**src/rtl/irq_router_pkg.sv**
```systemverilog
package irq_router_pkg;
    typedef logic [7:0] route_byte_t;

    typedef enum logic [0:0] {
        ST_RUN     = 1'b0,
        ST_REBUILD = 1'b1
    } map_state_e;
endpackage

```
**src/rtl/route_cfg_regs.sv**
```systemverilog
module route_cfg_regs
    import irq_router_pkg::*;
#(
    parameter int unsigned NUM_PINS    = 4,
    parameter logic [7:0]  ROUTE_BASE  = 8'h60,
    parameter logic [7:0]  RESET_ROUTE = 8'h80
) (
    input  logic                                clk,
    input  logic                                rst_n,
    input  logic                                wr_en,
    input  logic [7:0]                          addr,
    input  logic [3:0]                          be,
    input  logic [31:0]                         wdata,
    output logic [31:0]                         rdata,
    output logic [NUM_PINS-1:0][7:0]            routes_o,
    output logic                                hit_o
);
    localparam logic [5:0] BASE_DW = ROUTE_BASE[7:2];

    logic                 addr_hit;
    logic [NUM_PINS-1:0]  byte_we;
    route_byte_t          route_q [NUM_PINS];
    logic                 unused_addr_bits;

    assign unused_addr_bits = ^addr[1:0];
    assign addr_hit         = (addr[7:2] == BASE_DW);
    assign hit_o            = |byte_we;

    for (genvar k = 0; k < NUM_PINS; k++) begin : g_lane
        assign byte_we[k]  = wr_en & addr_hit & be[k];
        assign routes_o[k] = route_q[k];

        always_ff @(posedge clk or negedge rst_n) begin
            if (!rst_n)          route_q[k] <= RESET_ROUTE;
            else if (byte_we[k]) route_q[k] <= wdata[8*k +: 8];
        end

        AST_LANE_WRITE: assert property (@(posedge clk) disable iff (!rst_n)
            (byte_we[k]) |=> (route_q[k] == $past(wdata[8*k +: 8])));
    end

    always_comb begin
        rdata = '0;
        if (addr_hit) begin
            for (int k = 0; k < NUM_PINS; k++) rdata[8*k +: 8] = route_q[k];
        end
    end

    AST_MISS_HOLDS: assert property (@(posedge clk) disable iff (!rst_n)
        (!hit_o) |=> $stable(routes_o));
endmodule

```
**src/rtl/route_report.sv**
```systemverilog
module route_report #(
    parameter int unsigned NUM_PINS = 4,
    parameter int unsigned NUM_IRQS = 16,
    parameter int unsigned IRQ_W    = 4
) (
    input  logic [NUM_PINS-1:0][7:0]        routes_i,
    output logic [NUM_PINS-1:0]             en_o,
    output logic [NUM_PINS-1:0][IRQ_W-1:0]  tgt_o
);
    for (genvar p = 0; p < NUM_PINS; p++) begin : g_pin
        assign en_o[p]  = (32'(routes_i[p]) < NUM_IRQS);
        assign tgt_o[p] = en_o[p] ? routes_i[p][IRQ_W-1:0] : '0;
    end
endmodule

```
**src/rtl/irq_map_engine.sv**
```systemverilog
module irq_map_engine
    import irq_router_pkg::*;
#(
    parameter int unsigned NUM_PINS = 4,
    parameter int unsigned NUM_IRQS = 16,
    parameter int unsigned IRQ_W    = 4
) (
    input  logic                            clk,
    input  logic                            rst_n,
    input  logic                            rebuild_req_i,
    input  logic [NUM_PINS-1:0]             pci_i,
    input  logic [NUM_PINS-1:0]             en_i,
    input  logic [NUM_PINS-1:0][IRQ_W-1:0]  tgt_i,
    output logic [NUM_IRQS-1:0]             irq_o,
    output logic                            chg_o
);
    map_state_e                          state_q, state_d;
    logic [NUM_IRQS-1:0][NUM_PINS-1:0]   map_q, map_d;

    // next state
    always_comb begin
        state_d = state_q;
        unique case (state_q)
            ST_RUN:     if (rebuild_req_i) state_d = ST_REBUILD;
            ST_REBUILD: if (!rebuild_req_i) state_d = ST_RUN;
        endcase
    end

    // level map update: one bit per line in RUN, full refill in REBUILD
    always_comb begin
        map_d = map_q;
        unique case (state_q)
            ST_RUN: begin
                for (int p = 0; p < NUM_PINS; p++)
                    if (en_i[p]) map_d[tgt_i[p]][p] = pci_i[p];
            end
            ST_REBUILD: begin
                map_d = '0;
                for (int p = 0; p < NUM_PINS; p++)
                    if (en_i[p]) map_d[tgt_i[p]][p] = pci_i[p];
            end
        endcase
    end

    always_ff @(posedge clk or negedge rst_n) begin
        if (!rst_n) begin
            state_q <= ST_RUN;
            map_q   <= '0;
        end else begin
            state_q <= state_d;
            map_q   <= map_d;
        end
    end

    // outputs
    always_comb begin
        chg_o = (state_q == ST_REBUILD);
        for (int i = 0; i < NUM_IRQS; i++) irq_o[i] = |map_q[i];
    end

    // checker-side views
    logic [NUM_IRQS-1:0]               reach;
    logic [NUM_PINS-1:0][NUM_IRQS-1:0] col;
    always_comb begin
        reach = '0;
        for (int p = 0; p < NUM_PINS; p++)
            if (en_i[p]) reach[tgt_i[p]] = 1'b1;
        for (int p = 0; p < NUM_PINS; p++)
            for (int i = 0; i < NUM_IRQS; i++) col[p][i] = map_q[i][p];
    end

    for (genvar i = 0; i < NUM_IRQS; i++) begin : g_irq_chk
        AST_IRQ_HAS_SOURCE: assert property (@(posedge clk) disable iff (!rst_n)
            (state_q == ST_RUN && irq_o[i]) |-> reach[i]);
    end

    for (genvar p = 0; p < NUM_PINS; p++) begin : g_pin_chk
        AST_DETACHED_SILENT: assert property (@(posedge clk) disable iff (!rst_n)
            (state_q == ST_RUN && !en_i[p]) |-> (col[p] == '0));
        AST_SINGLE_TARGET: assert property (@(posedge clk) disable iff (!rst_n)
            $onehot0(col[p]));
    end

    AST_CHG_FOLLOWS_WRITE: assert property (@(posedge clk) disable iff (!rst_n)
        rebuild_req_i |=> chg_o);
    AST_BACK_TO_RUN: assert property (@(posedge clk) disable iff (!rst_n)
        !rebuild_req_i |=> (state_q == ST_RUN));
endmodule

```
**src/rtl/pci_irq_router.sv**
```systemverilog
module pci_irq_router
    import irq_router_pkg::*;
#(
    parameter int unsigned NUM_PINS    = 4,
    parameter int unsigned NUM_IRQS    = 16,
    parameter logic [7:0]  ROUTE_BASE  = 8'h60,
    parameter logic [7:0]  RESET_ROUTE = 8'h80,
    localparam int unsigned IRQ_W      = $clog2(NUM_IRQS),
    localparam int unsigned TGT_W      = NUM_PINS * IRQ_W
) (
    input  logic                 clk,
    input  logic                 rst_n,
    input  logic                 cfg_wr_en,
    input  logic [7:0]           cfg_addr,
    input  logic [3:0]           cfg_be,
    input  logic [31:0]          cfg_wdata,
    output logic [31:0]          cfg_rdata,
    input  logic [NUM_PINS-1:0]  pci_int_i,
    output logic [NUM_IRQS-1:0]  isa_irq_o,
    output logic                 route_chg_o,
    output logic [NUM_PINS-1:0]  route_en_o,
    output logic [TGT_W-1:0]     route_irq_o
);
    logic [NUM_PINS-1:0][7:0]       routes;
    logic [NUM_PINS-1:0][IRQ_W-1:0] tgt;
    logic                           wr_hit;

    route_cfg_regs #(
        .NUM_PINS(NUM_PINS), .ROUTE_BASE(ROUTE_BASE), .RESET_ROUTE(RESET_ROUTE)
    ) u_regs (
        .clk(clk), .rst_n(rst_n), .wr_en(cfg_wr_en), .addr(cfg_addr),
        .be(cfg_be), .wdata(cfg_wdata), .rdata(cfg_rdata),
        .routes_o(routes), .hit_o(wr_hit)
    );

    route_report #(
        .NUM_PINS(NUM_PINS), .NUM_IRQS(NUM_IRQS), .IRQ_W(IRQ_W)
    ) u_report (
        .routes_i(routes), .en_o(route_en_o), .tgt_o(tgt)
    );

    irq_map_engine #(
        .NUM_PINS(NUM_PINS), .NUM_IRQS(NUM_IRQS), .IRQ_W(IRQ_W)
    ) u_map (
        .clk(clk), .rst_n(rst_n), .rebuild_req_i(wr_hit), .pci_i(pci_int_i),
        .en_i(route_en_o), .tgt_i(tgt), .irq_o(isa_irq_o), .chg_o(route_chg_o)
    );

    assign route_irq_o = tgt;
endmodule

```
**config.mk**
```make
export PLATFORM = sky130hd
export DESIGN_NAME = pci_irq_router
export DESIGN_NICKNAME = d
export VERILOG_FILES = /design/src/rtl/irq_router_pkg.sv /design/src/rtl/route_cfg_regs.sv /design/src/rtl/route_report.sv /design/src/rtl/irq_map_engine.sv /design/src/rtl/pci_irq_router.sv
export SDC_FILE = /design/constraint.sdc
export NUM_CORES = 1
export LEC_CHECK = 0
export ABC_AREA = 1
export CAP_MARGIN = 15
export CORE_MARGIN = 3
export CORE_UTILIZATION = 52
export DETAILED_ROUTE_END_ITERATION = 8
export DONT_BUFFER_PORTS = 1
export PLACE_DENSITY = 0.72
export SETUP_SLACK_MARGIN = 0.02
export SLEW_MARGIN = 20
export SYNTH_ARGS = -nofsm -noshare
export SYNTH_HDL_FRONTEND = slang
export SYNTH_SLANG_ARGS = --single-unit
```
**constraint.sdc**
```tcl
create_clock -name clk -period 3.1 [get_ports clk]
set_input_delay 0.155 -clock clk [delete_from_list [all_inputs] [get_ports clk]]
set_output_delay 0.155 -clock clk [all_outputs]
set_load 0.05 [all_outputs]
```
### Yosys cells after proc, flatten, opt, wreduce, memory -nomap -nowiden

Index checks and enable logic that the tools add are counted.

| operators by class | value |
|---|---|
| reduce and logical (&&, ||, !) cells | 21 |
| bitwise operators | 7 |
| order comparisons | 12 |
| mux-type cells | 36 |
| equal/unequal tests | 1 |

Operators by type and width:

| cell | count |
|---|---|
| 64-bit two-way mux | 14 |
| 64-bit bitwise mux | 7 |
| 64-bit case mux with 2 select lines | 1 |
| 4-bit OR reduction | 17 |
| 64-bit bitwise AND | 1 |
| 4-bit demux with 4-bit select | 4 |
| 8-bit by 5-bit < comparator with 1-bit output, second input constant | 4 |
| 32-bit two-way mux | 1 |
| 4-bit by 5-bit < comparator with 1-bit output, second input constant | 4 |
| 4-bit two-way mux | 5 |
| 4-bit by 1-bit greater-or-equal comparator with 1-bit output, second input constant | 4 |
| 6-bit by 5-bit equality test with 1-bit output, second input constant | 1 |
| 1-bit bitwise AND | 5 |
| 1-bit logical AND | 4 |
| 3-bit two-way mux | 1 |
| 1-bit two-way mux | 2 |
| 2-bit two-way mux | 1 |
| 1-bit NOT | 1 |

| word-level totals | value |
|---|---|
| flip-flop bits (word level) | 97 |
| output and inout port bits | 69 |

### Longest topological paths before layout

Gate-level depths: netlist of run 1.

| logic depth | value |
|---|---|
| depth in word-level cells | 18 |
| mapped depth | 8 |

### Cells and area by module

Synthesis of run 1 repeated with hierarchy kept, for this count alone.

| second synthesis, totals | value |
|---|---|
| cell total of the unflattened synthesis | 833 |
| area total of the unflattened synthesis | 5,496.5 um^2 |

By module, submodules not included:

| module | times used | area an instance (um^2) | cells an instance |
|---|---|---|---|
| irq_map_engine | 1 | 3,687.3 | 565 |
| route_cfg_regs | 1 | 1,629.1 | 220 |
| route_report | 1 | 180.2 | 48 |

### Worst setup path before layout of run 1

No wires, ideal clock.

| timing path | value |
|---|---|
| path kind | input to output |
| from | in cfg_addr[4] |
| to | out cfg_rdata[10] |
| arrival | 1,449 ps |
| path slack | 1,496 ps |
| buffers on the path | 1 |
| cell stages on the path | 4 |
| cell sequence | nor2_1 -> nand2_4 -> clkbuf_1 -> nor2_1 |

| between the ends | value |
|---|---|
| word-level cells in the longest chain between the ends | 2 |

RTL lines:

| element | RTL line | RTL |
|---|---|---|
| from (decl) | pci_irq_router.sv:14 | `input logic [7:0] cfg_addr,` |
| 6-bit by 5-bit equality test with 1-bit output | route_cfg_regs.sv:26 | `assign addr_hit = (addr[7:2] == BASE_DW);` |
| 32-bit two-way mux | route_cfg_regs.sv:44 | `if (addr_hit) begin` |
| to (decl) | pci_irq_router.sv:17 | `output logic [31:0] cfg_rdata,` |

Every way passes these cells.

### Worst setup path after layout of run 1

| timing path | value |
|---|---|
| from | in cfg_addr[4] |
| to | reg u_map.state_q, in the netlist u_map.chg_o |

| between the ends | value |
|---|---|
| word-level cells in the longest chain between the ends | 5 |

RTL lines:

| element | RTL line | RTL |
|---|---|---|
| 6-bit by 5-bit equality test with 1-bit output (*) | route_cfg_regs.sv:26 |  |
| 1-bit bitwise AND (*) | route_cfg_regs.sv:30 | `assign byte_we[k] = wr_en & addr_hit & be[k];` |
| 1-bit bitwise AND | route_cfg_regs.sv:30 |  |
| 4-bit OR reduction (*) | route_cfg_regs.sv:27 | `assign hit_o = \|byte_we;` |
| named net u_map.rebuild_req_i | irq_map_engine.sv:10 | `input logic rebuild_req_i,` |
| 1-bit two-way mux (*) | irq_map_engine.sv:24, irq_map_engine.sv:25 |  |
| to (signal assigned) | irq_map_engine.sv:50 | `state_q <= state_d;` |
| to (decl) | irq_map_engine.sv:17 | `map_state_e state_q, state_d;` |

The timed path passes the listed nets; every way through them passes the cells marked *.
A chain may end at the register's enable or synchronous reset.

==> results of run 1 <==
## layout make-up
| type | instances | area share [%] |
|---|---|---|
| clock buffer | 9 | 1.91 |
| multi-input combinational | 524 | 38.6 |
| clock inverter | 7 | 1.54 |
| tap | 133 | 2.57 |
| timing repair buffer | 73 | 11.5 |
| inverter | 109 | 6.31 |
| sequential | 97 | 37.5 |
## placed cells by master, fill, tap and decap left out, types with 2 or more instances in the layout
cell             n
inv_1          106
inv_6            4
dfstp_2          4
nand2_1        289
nand3_2          8
o21ai_2          2
dfrtp_1         93
o21ai_0          2
o21ai_1          6
nor2_2          12
nor2_1          37
inv_2            2
clkbuf_8         9
dlygate4sd3_1   71
nand3_4          2
nor2_4          20
bufinv_16        2
or4_1           15
nand3_1        123
nand4_1          5
## Yosys cell counts
cell type  number
nand2_1       289
nand3_1       123
inv_1         106
dfrtp_1        93
nor2_1         37
nor2_4         20
or4_1          15
clkbuf_1       13
nor2_2         12
nand3_2         8
o21ai_1         6
nand4_1         5
buf_2           4
dfstp_2         4
buf_6           3
inv_2           2
nand3_4         2
o21ai_0         2
o21ai_2         2
clkinv_1        1
nand2_4         1
nor2_8          1
nor3_4          1
## report_power, final
part / switching, mW / internal [mW]
Sequential: 0.189 / 1.52
Clock: 0.474 / 0.465
Combinational: 0.829 / 0.299
## logic make-up after synthesis
logic type             Yosys count  synth area share [%]
flip-flops                      97                  44.6
AO/OA/AOI/OAI                   10                  1.06
buffers and inverters          129                  9.39
AND/OR/NAND/NOR                514                  44.9
## flip-flops by register name (all words and copies together), names as in the netlist
name and cells:
u_map.col 64, u_regs.routes_o 32, u_map.chg_o 1
## through the flow
step	hold slack, ns	cell area (um2)
finish	0.0958	6480
CTS	0.0837	6480
floorplan	-0.141	5450
detailed placement	-0.137	5520
global placement	-0.137	5520
global route	0.113	6480
## worst max-delay path, delay by kind of cell
kind / cells / cell delay [ns]
buf+inv: 2 / 1.11
compound gates: 1 / 0.14
simple gates: 4 / 1.20
## worst max path at each step
stage,startpoint,end,slack [ns]
detailed placement,u_regs.routes_o[12],u_map.col[24],1.32
global route,cfg_addr[4],u_map.chg_o,0.59
floorplan,cfg_addr[4],cfg_rdata[10],1.50
global placement,u_regs.routes_o[12],u_map.col[20],1.33
CTS,cfg_addr[4],u_map.chg_o,0.86
finish,cfg_addr[4],u_map.chg_o,0.80
## layer usage
| layer | global-route usage (%) | share of wire, % | up-vias |
|---|---|---|---|
| li1 | - | - | 2451 |
| met4 | 7.84 | 1.6 | 0 |
| met1 | 33.6 | 42 | 2376 |
| met3 | 5.31 | 7.1 | 23 |
| met2 | 42.9 | 49 | 165 |
| met5 | 0 | 0 | - |
==> results.md, run 1 <==
* Status: finished, final reports clean
* Final hold vios at 0
* Post-synth top area cell: dfrtp_1
* Final cycle utilization of the critical path at 74.2%
* Max VDD drop at 0.000250 V
* CP endpoint kind: flip-flop
* DIE AREA at 11700 um2
* Reg clk slew, reported paths at 0.10 ns
* Pre-CTS WS at 1.32 ns
* Synth unique cells at 23
* Final Max Slew Viols at 0
* 1st-iter DRT viols at 376
* Site Rows at 36
* #FFs+latches synth at 97
* RSZ-0062 raised after global routing: false
* Worst hold path type: in2reg
* Die Span X at 108 um
* Reg-to-Reg End: u_map.col[24]
* CTS tree: built
* Final setup violation count at 0
* Area grow syn2layout at 19.0%
* Drt via density at 5.27
* Initial antenna violation count at 0
* Synthesized Nets at between 800 and 900
* Area contributors post-synth: dfrtp_1, nand2_1, nand3_1
* Drt drc at 0
* Worst-Skew Late Latency at 0.37 ns
* Placed insts at 864
* Number of inserted diodes at 0
* Clock sinks at 97
* Leak Pwr at between 3 and 4 nW
* Share of the synthesized area in the top cell type at 42.7%
* Multi-input gate area at 2500 um2
* DR pass1 iterations at 5
* Max-Cap Viols at 0
* Vias at 5015
* Slew HR at 37.1%
* H-tree Lvls at 3
* Routability cong. at 0.856
* Hold Path Depth at 4
* Root Buffer: clkbuf_8
* Fin crit period at 2.30 ns
* Reg2reg path depth at 8
* Clock Skews at between 0.01 and 0.015 ns
* Port Buffers at 0
* Post-CTS Setup Bufs at 0
* Hold path startpoint: pci_int_i[2]
* CP arrival at 2.61 ns
* CTS Buf Count at 9
* DRT antenna net count at 0
* Post-Syn Instances at 750
* Fmax at 434 MHz
* Post-synthesis sequential area ratio at between 40 and 50%
* Post-Syn Area at 5450 um2
* Post-CTS sizing at 0
* Post-detail-place hpwl at 9640 um
* Most frequent CP cell: dlygate4sd3_1
* Core Box Area at 10000 um2
* Fill count at 851
* WHS Endpoint: u_map.col[38]
* R2R Setup Slk at between 1 and 1.5 ns
* Slew at the pin with the worst max-slew slack at 0.940 ns
* Sequential Area at 2430 um2
* Critical path data required time at ~3.4 ns
* Yosys warnings at 0
* Worst-path cell chain: nor2_1, nand2_4, nor2_8, o21ai_0, dlygate4sd3_1, nand2_1, dlygate4sd3_1
* Initial Utilization at 54.5%
* Non-Filler Instances at between 900 and 1000
* Share of cells above drive strength 1 at 8.67%
* Design Power at 3.77 mW
* PD cells at 582 nW/um2
* Slowest CP cell: dlygate4sd3_1
* Die Y at 108 um
* Worst setup path category: in2reg
* Nets at between 800 and 900
* Gr ovfl total at 0
* Largest net degree at the start of global routing at slightly below 100
* Num ports at 120
* DRT Wirelength at 14400 um
* Sum Neg Setup Slack at 0 ns
* Drt wl/cell at 15.1 um
* Total GRT Usage at 25.6%
* Crit path largest cell delay at 0.58 ns
* Worst-path fanout max at 34
* Avg Synthesized Cell Area at ~7.3 um2
* First-pass GRT wire length at 23500 um
* Final Worst Setup Slack at 0.798 ns
* Deepest clock path buffer count at 2
* Fin util at 64.8%
* Vias in the first global route at between 4000 and 5000
* CTS Hold Bufs at 72
* Worst R2R Start: u_regs.routes_o[12]
* Critical path startpoint category: input pin
Note: power is estimated with default switching activity, not from simulation.
==> run 2: changes to the inputs <==
==> constraint.sdc (replaced) <==
create_clock -name clk -period 2.14 [get_ports clk]
set_input_delay 0.107 -clock clk [delete_from_list [all_inputs] [get_ports clk]]
set_output_delay 0.107 -clock clk [all_outputs]
set_load 0.05 [all_outputs]
==> results.md, run 2 (synthesis gave the netlist of run 1 again) <==
* Placed Area at 5780 um2 (+4.8%)
* Initial Utilization at 54.5% (unchanged)
* Vias at 5134 (+2.4%)
* Fill count at 875 (+2.8%)
* Die Span X at 108 um (unchanged)
* Met3 wire len at 1160 um (+14%)
* Placed insts at 899 (+4.1%)
* Sequential Area at 2430 um2 (unchanged)
* Number of inserted diodes at 0 (unchanged)
* Max layer used: met4
* Multi-input gate area at 2500 um2 (unchanged)
* Area grow syn2layout at 21.2%
* Total GRT Usage at 27.6% (+1.9 points)
* Max VDD drop at 0.000365 V (+46%)
* Worst hold path type: in2async
* Fin area at 6600 um2 (+1.8%)
* Failing checks: negative hold slack
* DRT Wirelength at 15100 um (+5.1%)
* Slowest CP cell: dlygate4sd3_1
* DRT antenna net count at 0 (unchanged)
* Root Buffer: clkbuf_8
* Drt wl/cell at 15.5 um (+2.1%)
* Design Power at 5.18 mW (+37%)
* Slew at the pin with the worst max-slew slack at 0.626 ns (-0.314 ns)
* Final hold vios at 97 (+97)
* Fin crit period at 1.85 ns
* Routability cong. at 0.869 (+1.5%)
* RSZ-0062 raised after global routing: false
* Drt via density at 5.24 (-0.55%)
* Largest net degree at the start of global routing at 98 (unchanged)
* Worst setup path category: in2reg
* Critical path data required time at 2.45 ns (-0.96 ns)
* Gr ovfl total at 0 (unchanged)
* CTS Buf Count at 9 (unchanged)
* Final cycle utilization of the critical path at 86.4%
* Worst-path fanout max at 34 (unchanged)
* Num ports at 120 (unchanged)
* Drt drc at 0 (unchanged)
* CTS tree: built
* CTS Hold Bufs at 65 (-9.7%)
* 1st-iter DRT viols at 382 (+1.6%)
* Met2 wire length at 7440 um (+5.0%)
* H-tree Lvls at 3 (unchanged)
* Max reg flops at 64 (unchanged)
* Final Worst Setup Slack at 0.292 ns (-0.506 ns)
* Deepest clock path buffer count at 2 (unchanged)
* Worst-Skew Late Latency at 0.37 ns (about the same)
* Max-Cap Viols at 0 (unchanged)
* Clock sinks at 97 (unchanged)
* Leak Pwr at 3.53 nW (+4.0%)
* Final Max Slew Viols at 0 (unchanged)
* Commonest cells after routing, fill and taps aside: nand2_1, nand3_1, inv_1
* Crit path largest cell delay at 0.62 ns (+0.04 ns)
* DIE AREA at 11700 um2 (unchanged)
* Die Y at 108 um (unchanged)
* Share of cells above drive strength 1 at 12.0% (+3.4 points)
* Fmax at 541 MHz
* CP endpoint kind: flip-flop
* Fin util at 66.0% (+1.2 points)
* Post-detail-place hpwl at 9950 um (+3.2%)
* Non-Filler Instances at 980 (+2.9%)
* Vias in the first global route at 4969 (+5.8%)
* Most common cell after layout, fill and taps aside: nand2_1
* Met1 wire length at 6190 um (+1.9%)
* First-pass GRT wire length at 25000 um (+6.6%)
* CP arrival at 2.15 ns (-0.46 ns)
* Slew HR at 58.3% (+21 points)
* Nets at 893 (+3.2%)
* Reg clk slew, reported paths at 0.10 ns (about the same)
* Status: finished with violations
* Site Rows at 36 (unchanged)
* Final setup violation count at 0 (unchanged)
* Initial antenna violation count at 0 (unchanged)
* Worst hold slack at -0.579 ns (-0.675 ns)
* Sum Neg Setup Slack at 0 ns (unchanged)
* Pre-CTS WS at 0.539 ns (-0.777 ns)
* DR pass1 iterations at 5 (unchanged)
* Post-CTS Setup Bufs at 0 (unchanged)
* Critical path startpoint category: input pin
* Port Buffers at 0 (unchanged)
* Post-CTS sizing at 0 (unchanged)
* Clock Skews at 0.0153 ns (+0.00321 ns)
* Core Box Area at 10000 um2 (unchanged)
* PD cells at 785 nW/um2 (+35%)
* Worst-path cell chain: nor2_1, nand2_4, nor2_8, o21ai_0, dlygate4sd3_1, nand2_1
==> run 2: layout make-up <==
type                       count  area share (%)
clock inverter                 3           0.284
multi-input combinational    524            37.9
sequential                    97            36.9
tap                          133            2.52
clock buffer                  13            2.26
inverter                     109            6.20
timing repair buffer         101            14.0
==> run 2: power breakdown <==
part	switching, mW	total [mW]	internal, mW
clock network	0.629	1.08	0.455
registers	0.282	2.48	2.20
logic	1.18	1.62	0.442
total	2.09	5.18	3.09
==> run 2: worst paths after layout <==
path,startpoint,end,slack [ns],cells past startpoint
worst max-delay path,cfg_addr[4],u_map.chg_o,0.29,6
worst min-delay path,rst_n,u_map.col[22],-0.58,0
worst max register to register,u_regs.routes_o[5],u_map.col[1],0.51,8
worst min register to register,u_regs.routes_o[23],u_regs.routes_o[23],0.50,2
max in group asynchronous,rst_n,u_regs.routes_o[7],2.49,0
min in group clk,pci_int_i[2],u_map.col[36],0.04,4
==> run 2: critical path: cells and delay by family <==
family,cells,cell delay [ns]
AOI/OAI and AO/OA,1,0.19
buffers and inverters,1,0.62
and+or+nand+nor,4,1.21
==> run 2: layer usage <==
metal,up-vias,track usage [%]
met1,2392,34.9
met3,26,5.25
met5,-,0
met2,198,46.4
met4,0,11.5
li1,2518,-
==> run 3: changes to the inputs <==
--- a/config.mk
+++ b/config.mk
@@ -16,4 +16,5 @@
 export SLEW_MARGIN = 20
 export SYNTH_ARGS = -nofsm -noshare
 export SYNTH_HDL_FRONTEND = slang
+export SYNTH_HIERARCHICAL = 1
 export SYNTH_SLANG_ARGS = --single-unit
==> results.md, run 3 <==
* Worst hold slack at -0.581 ns (-0.00182 ns)
* CTS tree: built
* Non-Filler Instances at 1084 (+11%)
* Ys async rst share at 100% (unchanged)
* Clock Skews at 0.0106 ns (-0.00479 ns)
* Most frequent CP cell: nor2_1
* Reg2reg path depth at 8 (unchanged)
* Post-Syn Area at 5500 um2 (+0.90%)
* Reg clk slew, reported paths at 0.09 ns (about the same)
* Final setup violation count at 0 (unchanged)
* Sum Neg Setup Slack at 0 ns (unchanged)
* Die Y at 109 um (+0.42%)
* Post-detail-place hpwl at 10300 um (+3.3%)
* Area contributors post-synth: dfrtp_1, nand2_1, nor2_1
* Commonest cells in the netlist: nand2_1, nor2_1, inv_1
* Max reg flops at 64 (unchanged)
* Vias at 5657 (+10%)
* Drt wl/cell at 14.8 um (-4.5%)
* Slowest CP cell: dfrtp_1
* Worst setup path category: reg2out
* Status: finished with violations
* Post-synth top flop: dfrtp_1
* #FFs+latches synth at 97 (unchanged)
* Area grow syn2layout at 25.5%
* Post-CTS Setup Bufs at 0 (unchanged)
* First-pass GRT wire length at 26200 um (+4.6%)
* Crit path largest cell delay at 0.42 ns (-0.20 ns)
* Worst-Skew Late Latency at 0.37 ns (about the same)
* Nets at 997 (+12%)
* Delay-heaviest family, CP: simple AND/OR/NAND/NOR gates
* Largest net degree at the start of global routing at 98 (unchanged)
* Routability cong. at 0.895 (+3.0%)
* DRT Wirelength at 16000 um (+5.6%)
* CTS Buf Count at 9 (unchanged)
* H-tree Lvls at 3 (unchanged)
* Clock sinks at 97 (unchanged)
* Drt via density at 5.22 (-0.38%)
* Die Span X at 109 um (+0.42%)
* Max-Cap Viols at 0 (unchanged)
* Final Max Slew Viols at 0 (unchanged)
* CP bufs+invs at 1 (unchanged)
* Critical path startpoint category: flip-flop
* RSZ-0062 raised after global routing: false
* CTS Hold Bufs at 70 (+7.7%)
* Fin crit period at 1.91 ns (+0.0579 ns)
* Core Box Area at 10000 um2 (+0.45%)
* Post-CTS sizing at 0 (unchanged)
* Initial Utilization at 54.7% (+0.24 points)
* Slew at the pin with the worst max-slew slack at 0.773 ns (+0.146 ns)
* DIE AREA at 11800 um2 (+0.84%)
* DR pass1 iterations at 7 (+2)
* Initial antenna violation count at 0 (unchanged)
* Final hold vios at 97 (unchanged)
* Share of the synthesized area in the top cell type at 42.3% (-0.38 points)
* Gr ovfl total at 0 (unchanged)
* Root Buffer: clkbuf_8
* Final cycle utilization of the critical path at 89.1% (+2.7 points)
* Drt drc at 0 (unchanged)
* Post-synth EDFFs at 0 (unchanged)
* Yosys warnings at 6 (+6)
* CP endpoint kind: output pin
* Number of inserted diodes at 0 (unchanged)
* Post-synthesis sequential area ratio at 44.3% (-0.40 points)
* Max VDD drop at 0.000472 V (+29%)
* Share of cells above drive strength 1 at 8.94% (-3.1 points)
* Worst R2R Start: u_regs/routes_o[7]
* Slew HR at 48.4% (-9.8 points)
* Design Power at 5.73 mW (+11%)
* Total GRT Usage at 28.2% (+0.60 points)
* Port Buffers at 0 (unchanged)
* Failing checks: negative hold slack
* Site Rows at 36 (unchanged)
* Post-synth top area cell: dfrtp_1
* Synth unique cells at 20 (-13%)
* R2R Setup Slk at 0.23 ns (-0.28 ns)
* Vias in the first global route at 5518 (+11%)
* Critical path data required time at 2.03 ns (-0.42 ns)
* Avg Synthesized Cell Area at 6.60 um2 (-9.2%)
* Leak Pwr at 3.55 nW (+0.61%)
* Commonest cells after routing, fill and taps aside: nand2_1, nor2_1, inv_1
* PD cells at 830 nW/um2 (+5.7%)
* Post-Syn Instances at 833 (+11%)
* Fmax at 525 MHz (-3.0%)
* Placed insts at 998 (+11%)
* Reg-to-Reg End: u_map/col[0]
* Worst hold path type: in2async
* Deepest clock path buffer count at 2 (unchanged)
* Worst-path cell chain: nor2_1, nand2_1, nor2_1, buf_4
* Top-count cell post-synth: nand2_1
* Synthesized Nets at 884 (+10%)
* CP arrival at 1.80 ns (-0.35 ns)
* Num ports at 120 (unchanged)
* Worst-path fanout max at 6 (-82%)
* 1st-iter DRT viols at 372 (-2.6%)
* DRT antenna net count at 0 (unchanged)
* Most common cell after layout, fill and taps aside: nand2_1
[run 3: changes by cell type in the layout (fill, tap and decap cells not counted), moves of 6 or more]
cell	previous run	this run
or4_1	15	0
nor2_4	20	2
o21ai_0	2	12
nand2_1	289	237
buf_4	36	56
nand4_1	5	22
o21ai_1	6	0
nand3_1	123	87
nor3_1	0	19
inv_1	106	137
nand3_2	8	0
nor2_2	12	5
nor2_1	37	183
[run 3: power by group]
| group | leakage, nW | switching, mW | internal [mW] |
|---|---|---|---|
| clock | 0.117 | 0.677 | 0.783 |
| combinational | 2.19 | 1.36 | 0.484 |
| sequential | 1.24 | 0.215 | 2.20 |
| total | 3.55 | 2.26 | 3.47 |
[run 3: cell type report]
cell class,count,area (um2)
Fill cell,841,3150
Sequential cell,97,2430
Multi-Input combinational cell,572,2410
Timing Repair Buffer,126,1120
Inverter,140,526
Tap cell,133,166
Clock buffer,10,128
Clock inverter,6,115
[run 3: routing by layer]
layer	share of wire [%]	track usage, %
met2	50	49.1
met3	6.4	5.57
met5	0	0
met4	2.2	9.83
met1	41	34.8
[run 3: logic make-up (layout without fill, tap and decap cells)]
group	count (synthesis)	after routing	share of synthesized area [%]
AOI/OAI and AO/OA	15	15	1.37
buffers and inverters	164	282	12.0
DFF	97	97	44.3
and+or+nand+nor	557	557	42.4
[run 3: worst max-delay path by stage]
stage                        startpoint         endpoint  slack, ns  cells after the start
floorplan           u_regs/routes_o[29]    u_map/col[51]       0.02                      8
global placement    u_regs/routes_o[21]    u_map/col[40]       0.38                      8
detailed placement   u_regs/routes_o[7]     u_map/col[0]       0.36                      8
CTS                 u_regs/routes_o[29]  route_irq_o[13]       0.31                      4
global route        u_regs/routes_o[30]    u_map/col[50]       0.06                      8
finish               u_regs/routes_o[5]   route_irq_o[1]       0.23                      4
[run 3: metrics by stage]
stage | hold slack, ns | setup slack [ns] | utilization (%) | instance area (um2)
3_3_place_gp | -0.185 | 0.384 | 59.3 | 5960
4_1_cts | -0.603 | 0.309 | 68.7 | 6900
6_report | -0.581 | 0.234 | 68.7 | 6900
2_1_floorplan | -0.189 | 0.0180 | - | 5500
5_1_grt | -0.608 | 0.0598 | 68.7 | 6900
3_5_place_dp | -0.185 | 0.356 | 59.3 | 5960
